<file path="src/rtl/dmach_pkg.sv">
package dmach_pkg;

   localparam int WIN_BYTES = 8;
   localparam int LANE_CMD  = 0;
   localparam int LANE_STAT = 2;
   localparam int LANE_BASE = 4;

   localparam int CMD_RUN_BIT = 0;
   localparam int CMD_DIR_BIT = 3;

   localparam int ST_ACT_BIT = 0;
   localparam int ST_ERR_BIT = 1;
   localparam int ST_IRQ_BIT = 2;

   typedef enum logic [1:0] {
      SZ_BYTE = 2'd0,
      SZ_HALF = 2'd1,
      SZ_WORD = 2'd2
   } acc_size_e;

   // Byte lanes of the 8-byte window touched by an access; lanes past 7 drop.
   function automatic logic [WIN_BYTES-1:0] lane_mask(input logic [2:0] off,
                                                      input logic [1:0] sz);
      logic [WIN_BYTES-1:0] m;
      unique case (sz)
         2'd0:    m = 8'h01;
         2'd1:    m = 8'h03;
         default: m = 8'h0F;
      endcase
      return m << off;
   endfunction

   function automatic logic [31:0] read_mask(input logic [1:0] sz);
      unique case (sz)
         2'd0:    return 32'h0000_00FF;
         2'd1:    return 32'h0000_FFFF;
         default: return 32'hFFFF_FFFF;
      endcase
   endfunction

endpackage

</file>
<file path="src/rtl/dmach_base_reg.sv">
module dmach_base_reg #(
   parameter int ADDR_W     = 32,
   parameter int ALIGN_BITS = 2
) (
   input  logic                  clk,
   input  logic                  rst_n,
   input  logic [ADDR_W/8-1:0]   lane_we,
   input  logic [ADDR_W-1:0]     lane_wd,
   output logic [ADDR_W-1:0]     base_q
);

   localparam int NLANES = ADDR_W / 8;
   localparam logic [ADDR_W-1:0] KEEP_MASK = ~((ADDR_W'(1) << ALIGN_BITS) - ADDR_W'(1));

   logic [ADDR_W-1:0] base_nx;

   always_comb begin
      base_nx = base_q;
      for (int i = 0; i < NLANES; i++) begin
         if (lane_we[i]) base_nx[i*8 +: 8] = lane_wd[i*8 +: 8];
      end
   end

   always_ff @(posedge clk or negedge rst_n) begin
      if (!rst_n) base_q <= '0;
      else        base_q <= base_nx & KEEP_MASK;
   end

   // Untouched lanes never move
   assert_lane_keep_R6: assert property (@(posedge clk) disable iff (!rst_n)
      (lane_we == '0) |=> $stable(base_q));

endmodule

</file>
<file path="src/rtl/dmach_run_ctrl.sv">
module dmach_run_ctrl #(
   parameter int ADDR_W     = 32,
   parameter int DESC_BYTES = 8
) (
   input  logic              clk,
   input  logic              rst_n,
   input  logic              cmd_we,
   input  logic              cmd_run_wd,
   input  logic              cmd_dir_wd,
   input  logic              err_clr,
   input  logic [ADDR_W-1:0] base_q,
   input  logic              eng_busy,
   input  logic              eng_done,
   input  logic              eng_more,
   input  logic              eng_err,
   input  logic              ptr_step,
   output logic              run_q,
   output logic              dir_q,
   output logic              active_q,
   output logic              err_q,
   output logic              eng_start,
   output logic [ADDR_W-1:0] desc_ptr
);

   localparam logic [ADDR_W-1:0] STEP = ADDR_W'(DESC_BYTES);

   logic run_rise, run_fall, start_set, drain_now, fin_clear;
   logic stop_pend_q;

   assign run_rise  = cmd_we &  cmd_run_wd & ~run_q;
   assign run_fall  = cmd_we & ~cmd_run_wd &  run_q;
   assign start_set = run_rise & ~active_q;
   assign drain_now = run_fall ? ~eng_busy : (stop_pend_q & ~eng_busy & ~run_rise);
   assign fin_clear = eng_done & ~eng_more;

   always_ff @(posedge clk or negedge rst_n) begin
      if (!rst_n) begin
         run_q       <= 1'b0;
         dir_q       <= 1'b0;
         active_q    <= 1'b0;
         stop_pend_q <= 1'b0;
         eng_start   <= 1'b0;
         err_q       <= 1'b0;
         desc_ptr    <= '0;
      end else begin
         if (cmd_we) begin
            run_q <= cmd_run_wd;
            dir_q <= cmd_dir_wd;
         end
         if (start_set)                   active_q <= 1'b1;
         else if (drain_now || fin_clear) active_q <= 1'b0;

         if (run_rise)                      stop_pend_q <= 1'b0;
         else if (run_fall && eng_busy)     stop_pend_q <= 1'b1;
         else if (stop_pend_q && !eng_busy) stop_pend_q <= 1'b0;

         eng_start <= start_set;

         if (run_rise)      desc_ptr <= base_q;
         else if (ptr_step) desc_ptr <= desc_ptr + STEP;

         if (eng_err)      err_q <= 1'b1;
         else if (err_clr) err_q <= 1'b0;
      end
   end

   assert_start_once_R3: assert property (@(posedge clk) disable iff (!rst_n)
      eng_start |=> !eng_start);
   assert_start_active_R3: assert property (@(posedge clk) disable iff (!rst_n)
      eng_start |-> active_q);
   assert_drain_hold_R5: assert property (@(posedge clk) disable iff (!rst_n)
      (stop_pend_q && eng_busy && !eng_done) |=> active_q);
   assert_finish_R10: assert property (@(posedge clk) disable iff (!rst_n)
      (eng_done && !eng_more && !start_set) |=> !active_q);
   assert_err_set_R11: assert property (@(posedge clk) disable iff (!rst_n)
      eng_err |=> err_q);

endmodule

</file>
<file path="src/rtl/dmach_irq_cap.sv">
module dmach_irq_cap #(
   parameter bit IRQ_PASS_REG = 1'b0
) (
   input  logic clk,
   input  logic rst_n,
   input  logic dev_irq,
   input  logic irq_clr,
   output logic irq_stat,
   output logic host_irq
);

   logic irq_prev;
   logic irq_rise;

   assign irq_rise = dev_irq & ~irq_prev;

   always_ff @(posedge clk or negedge rst_n) begin
      if (!rst_n) begin
         irq_prev <= 1'b0;
         irq_stat <= 1'b0;
      end else begin
         irq_prev <= dev_irq;
         if (irq_rise)     irq_stat <= 1'b1;
         else if (irq_clr) irq_stat <= 1'b0;
      end
   end

   generate
      if (IRQ_PASS_REG) begin : g_pass_reg
         logic host_q;
         always_ff @(posedge clk or negedge rst_n) begin
            if (!rst_n) host_q <= 1'b0;
            else        host_q <= dev_irq;
         end
         assign host_irq = host_q;
      end else begin : g_pass_wire
         assign host_irq = dev_irq;
      end
   endgenerate

   assert_irq_set_R8: assert property (@(posedge clk) disable iff (!rst_n)
      $rose(dev_irq) |=> irq_stat);
   assert_irq_keep_R8: assert property (@(posedge clk) disable iff (!rst_n)
      (irq_stat && !irq_clr) |=> irq_stat);

endmodule

</file>
<file path="src/rtl/dmach_regfile.sv">
module dmach_regfile #(
   parameter int ADDR_W       = 32,
   parameter int ALIGN_BITS   = 2,
   parameter int DESC_BYTES   = 8,
   parameter bit IRQ_PASS_REG = 1'b0
) (
   input  logic              clk,
   input  logic              rst_n,
   input  logic              acc_valid,
   input  logic              acc_write,
   input  logic [2:0]        acc_off,
   input  logic [1:0]        acc_size,
   input  logic [31:0]       acc_wdata,
   output logic [31:0]       acc_rdata,
   output logic              eng_start,
   output logic              eng_dir,
   input  logic              eng_busy,
   input  logic              eng_done,
   input  logic              eng_more,
   input  logic              eng_err,
   input  logic              ptr_step,
   output logic [ADDR_W-1:0] desc_ptr,
   input  logic              dev_irq,
   output logic              host_irq
);
   import dmach_pkg::*;

   localparam int NLANES = ADDR_W / 8;
   localparam int WIN_W  = WIN_BYTES * 8;

   generate
      if (ADDR_W % 8 != 0 || ADDR_W < 16 || ADDR_W > 32) begin : g_bad_addr
         $error("dmach_regfile: ADDR_W must be 16, 24 or 32");
      end
      if (ALIGN_BITS < 0 || ALIGN_BITS > 7) begin : g_bad_align
         $error("dmach_regfile: ALIGN_BITS out of range");
      end
      if (DESC_BYTES < 1 || (DESC_BYTES & (DESC_BYTES - 1)) != 0) begin : g_bad_desc
         $error("dmach_regfile: DESC_BYTES must be a power of two");
      end
   endgenerate

   logic [WIN_BYTES-1:0] wr_lanes;
   logic [WIN_W-1:0]     wr_win;
   logic [WIN_W-1:0]     rd_win;
   logic [WIN_W-1:0]     rd_shift;
   logic [ADDR_W-1:0]    base_q;
   logic                 run_q, dir_q, active_q, err_q, irq_stat;
   logic                 stat_we;
   logic [7:0]           cmd_byte, stat_byte;
   logic [31:0]          base_pad;

   assign wr_lanes = lane_mask(acc_off, acc_size) & {WIN_BYTES{acc_valid & acc_write}};
   assign wr_win   = {32'b0, acc_wdata} << {acc_off, 3'b000};
   assign stat_we  = wr_lanes[LANE_STAT];

   logic unused_lanes;
   assign unused_lanes = ^{wr_lanes[1], wr_lanes[3], wr_win[15:8], wr_win[31:24],
                           wr_win[7:4], wr_win[2:1], wr_win[23:19], wr_win[16],
                           rd_shift[63:32]};

   dmach_base_reg #(.ADDR_W(ADDR_W), .ALIGN_BITS(ALIGN_BITS)) u_base (
      .clk     (clk),
      .rst_n   (rst_n),
      .lane_we (wr_lanes[LANE_BASE +: NLANES]),
      .lane_wd (wr_win[LANE_BASE*8 +: ADDR_W]),
      .base_q  (base_q)
   );

   dmach_run_ctrl #(.ADDR_W(ADDR_W), .DESC_BYTES(DESC_BYTES)) u_run (
      .clk        (clk),
      .rst_n      (rst_n),
      .cmd_we     (wr_lanes[LANE_CMD]),
      .cmd_run_wd (wr_win[LANE_CMD*8 + CMD_RUN_BIT]),
      .cmd_dir_wd (wr_win[LANE_CMD*8 + CMD_DIR_BIT]),
      .err_clr    (stat_we & wr_win[LANE_STAT*8 + ST_ERR_BIT]),
      .base_q     (base_q),
      .eng_busy   (eng_busy),
      .eng_done   (eng_done),
      .eng_more   (eng_more),
      .eng_err    (eng_err),
      .ptr_step   (ptr_step),
      .run_q      (run_q),
      .dir_q      (dir_q),
      .active_q   (active_q),
      .err_q      (err_q),
      .eng_start  (eng_start),
      .desc_ptr   (desc_ptr)
   );

   dmach_irq_cap #(.IRQ_PASS_REG(IRQ_PASS_REG)) u_irq (
      .clk      (clk),
      .rst_n    (rst_n),
      .dev_irq  (dev_irq),
      .irq_clr  (stat_we & wr_win[LANE_STAT*8 + ST_IRQ_BIT]),
      .irq_stat (irq_stat),
      .host_irq (host_irq)
   );

   assign eng_dir = dir_q;

   always_comb begin
      cmd_byte                 = '0;
      cmd_byte[CMD_RUN_BIT]    = run_q;
      cmd_byte[CMD_DIR_BIT]    = dir_q;
      stat_byte                = '0;
      stat_byte[ST_ACT_BIT]    = active_q;
      stat_byte[ST_ERR_BIT]    = err_q;
      stat_byte[ST_IRQ_BIT]    = irq_stat;
   end

   assign base_pad  = 32'(base_q);
   assign rd_win    = {base_pad, 8'h00, stat_byte, 8'h00, cmd_byte};
   assign rd_shift  = rd_win >> {acc_off, 3'b000};
   assign acc_rdata = (acc_valid && !acc_write) ? (rd_shift[31:0] & read_mask(acc_size)) : 32'h0;

   // A rising run bit leaves the pointer equal to the base that was held
   assert_reload_R3: assert property (@(posedge clk) disable iff (!rst_n)
      (wr_lanes[LANE_CMD] && wr_win[CMD_RUN_BIT] && !run_q && wr_lanes[LANE_BASE +: NLANES] == '0)
      |=> desc_ptr == base_q);

endmodule

</file>
<file path="config.mk">
export PLATFORM = sky130hd
export DESIGN_NAME = dmach_regfile
export DESIGN_NICKNAME = d
export VERILOG_FILES = /design/src/rtl/dmach_pkg.sv /design/src/rtl/dmach_base_reg.sv /design/src/rtl/dmach_run_ctrl.sv /design/src/rtl/dmach_irq_cap.sv /design/src/rtl/dmach_regfile.sv
export SDC_FILE = /design/constraint.sdc
export NUM_CORES = 1
export LEC_CHECK = 0
export ABC_AREA = 1
export BUFFER_PORTS_ARGS = -buffer_cell sky130_fd_sc_hd__buf_2
export CORE_AREA = 2 2 114 138
export DETAILED_ROUTE_END_ITERATION = 7
export DIE_AREA = 0 0 116 140
export HOLD_SLACK_MARGIN = 0.03
export PLACE_DENSITY = 0.59
export SLEW_MARGIN = 20
export SYNTH_ARGS = -nofsm -noshare
export SYNTH_HDL_FRONTEND = slang
export SYNTH_HIERARCHICAL = 1
export SYNTH_SLANG_ARGS = --single-unit
</file>
<file path="constraint.sdc">
create_clock -name clk -period 4 [get_ports clk]
set_input_delay 0.8 -clock clk [delete_from_list [all_inputs] [get_ports clk]]
set_output_delay 0.8 -clock clk [all_outputs]
set_load 0.02 [all_outputs]
</file>
==> out/results.ini <==
[hold_path]
min_path_type=flop to flop

[yosys]
yosysWarningCount=6
netlist_instances=950
avgSynthCellArea_um2=6.11
synth_area_mm2=0.00581

[timing]
tightest_slew_ns=0.884
tns_ns=0
hold_violations=0
relSlewSlack_pct=41.1
fin_worst_skew_ns=0.00930
min_period_over_period_pct=79.3
max_freq_ghz=0.315
layout_min_cycle_time_ns=3.17
rsz0062_at_grt=false
setup_viol=0
maxSlewViolCount=0

[die]
die_h_um=140
io_pins=114
core_area_mm2=0.0148
initial_core_util_pct=39.1
die_area_mm2=0.0162
row_count=49
die_w_um=116

[clocking]
hold_buffers=0
clk_latency_ns=0.35
clk_pin_slew_worst_paths_ns=0.06
cts-resized-gates=0
cts_made_buffers=9
clock_sinks=70
cts-root-buf=clkbuf_16
post-cts-setup-buffers=0
clockBufferDepth=2
cts_tree=built
h-tree-depth=3

[pwr]
seq_power_share_pct=40.1
intPower_uw=1540
power.net_switching_uw=964
ir_drop_uv=176
p_clk_share_pct=33.4
power.leakage_uw=0.00349
p_per_area_mw_per_mm2=373
combPwrFrac_pct=26.5
netSwitchingFraction_pct=38.5

[drt]
wl_per_cell_um=15.7
vias=6288
first_pass_iters=5
post-route-drc-count=0
dr.max_layer_used=met4
met3WireLength_um=1120
drt-met1-wl_um=8540
avgViaCountPerCell=5.04
drt_wl_total_um=19600
ant_nets=0
dr.first_iter.drc_count=466
routed-wl-met2_um=9330

[worst_setup_path]
end_kind=output port
path_buf_inv=2
worstSetupStartpointType=input pin
required_ns=3.20
worstSetupPathType=input pin to output port
cpPeakStageDelay_ns=0.44
crit_fanout=27
path_delay_family=simple AND/OR/NAND/NOR gates
crit_slowest_cell=nand2_2
path_cells=buf_2 -> nand2_2 -> o21ai_0 -> nor2_1 -> nor2_1 -> buf_2
arrival_ns=2.37

[placement]
dp_cells=1231
dp_hpwl_um=15100
portBuffers=113
globalplace.congestion=0.938

[final_layout]
regMostFlops=u_run/desc_ptr
largest_register_ff_count=32
fin_cells=1247
fillers=1670
top_regs=u_run/desc_ptr x32, u_base/base_q x30
diodes=0
final_layout_size_suffix_gt1_share_pct=17.3
area_growth_pct=15.5
finalNetCount=1086

[grt]
grt-ovfl-total=0
grt_antenna_before_repair=0
grt_util_all_layers_pct=24.3
grt_pass1_wl_um=30300
grt_max_degree=93
grt_pass1_vias=5649

[run_status]
status=finished clean

[run]
maxCapViolCount=0

[metrics by stage]
step	hold WS, ns	total power (µW)	utilization [%]	instance area (µm²)	setup WS [ns]
floorplan	0.442	1420	-	5810	1.45
finish	0.475	2500	45.2	6710	0.829
global placement	0.462	1670	43.1	6400	0.927
CTS	0.482	2510	45.2	6710	0.885
detailed placement	0.466	1670	43.1	6400	0.882
global route	0.504	2650	45.2	6710	0.772
[path summary, 6_finish.rpt]
kind	start	to	slack [ns]	cells after the start
max in group asynchronous	rst_n	u_base/base_q[15]	2.76	2
min in group asynchronous	rst_n	u_run/desc_ptr[28]	0.56	1
max reg2reg	u_run/run_q	u_run/desc_ptr[22]	2.34	6
min reg2reg	u_run/desc_ptr[1]	u_run/desc_ptr[1]	0.47	2
min	u_run/desc_ptr[1]	u_run/desc_ptr[1]	0.47	2
max	acc_off[1]	acc_rdata[13]	0.83	6
[metal layers]
metal	vias up	track usage (%)
met5	-	0
met4	0	10.4
met3	38	2.94
met2	249	39.6
met1	2839	32.4
li1	3162	-
[power groups by stage]
stage	logic, µW	clock network (µW)	registers (µW)
after floorplan	406	0	1010
after global placement	656	0	1020
after detailed placement	658	0	1010
after CTS	660	849	1000
after global routing	746	885	1020
final	663	837	1000
[worst min-delay path: cells and delay by family (launching register included)]
| kind | cells | cell delay, ns |
|---|---|---|
| flops | 1 | 0.34 |
| simple gates | 2 | 0.09 |
[placed cells by master (no fill, tap or decap)]
master / count
o221ai_1: 12
xnor2_1: 1
nor2_8: 1
nor2_2: 7
nand2_2: 10
inv_8: 1
o21ai_0: 41
clkinv_4: 2
nand3_2: 1
inv_2: 8
o21bai_1: 10
o22ai_1: 17
or2_1: 2
o211ai_1: 4
nand4_1: 3
o21ai_1: 12
a31oi_1: 1
inv_6: 3
a22o_1: 5
ha_1: 1
inv_1: 82
buf_4: 6
clkinv_2: 1
nor2_4: 10
a21oi_1: 20
bufinv_16: 1
xor2_1: 11
conb_1: 2
clkbuf_16: 9
nand2_4: 3
buf_12: 2
nor2_1: 117
nor3_1: 6
inv_4: 2
or2_0: 1
dfrtp_1: 70
buf_2: 113
nand3_1: 54
nand2_1: 391
[cell type report]
cell class                 instances  area, µm²  share of cell area (%)
timing repair buffer             121        651                    9.70
clock inverter                     7       81.3                    1.21
clock buffer                       9        225                    3.36
sequential                        70       1750                    26.1
inverter                          93        359                    5.35
tap                              204        255                    3.81
multi-input combinational        743       3380                    50.5
No activity file was read; power rests on OpenSTA's default activity.
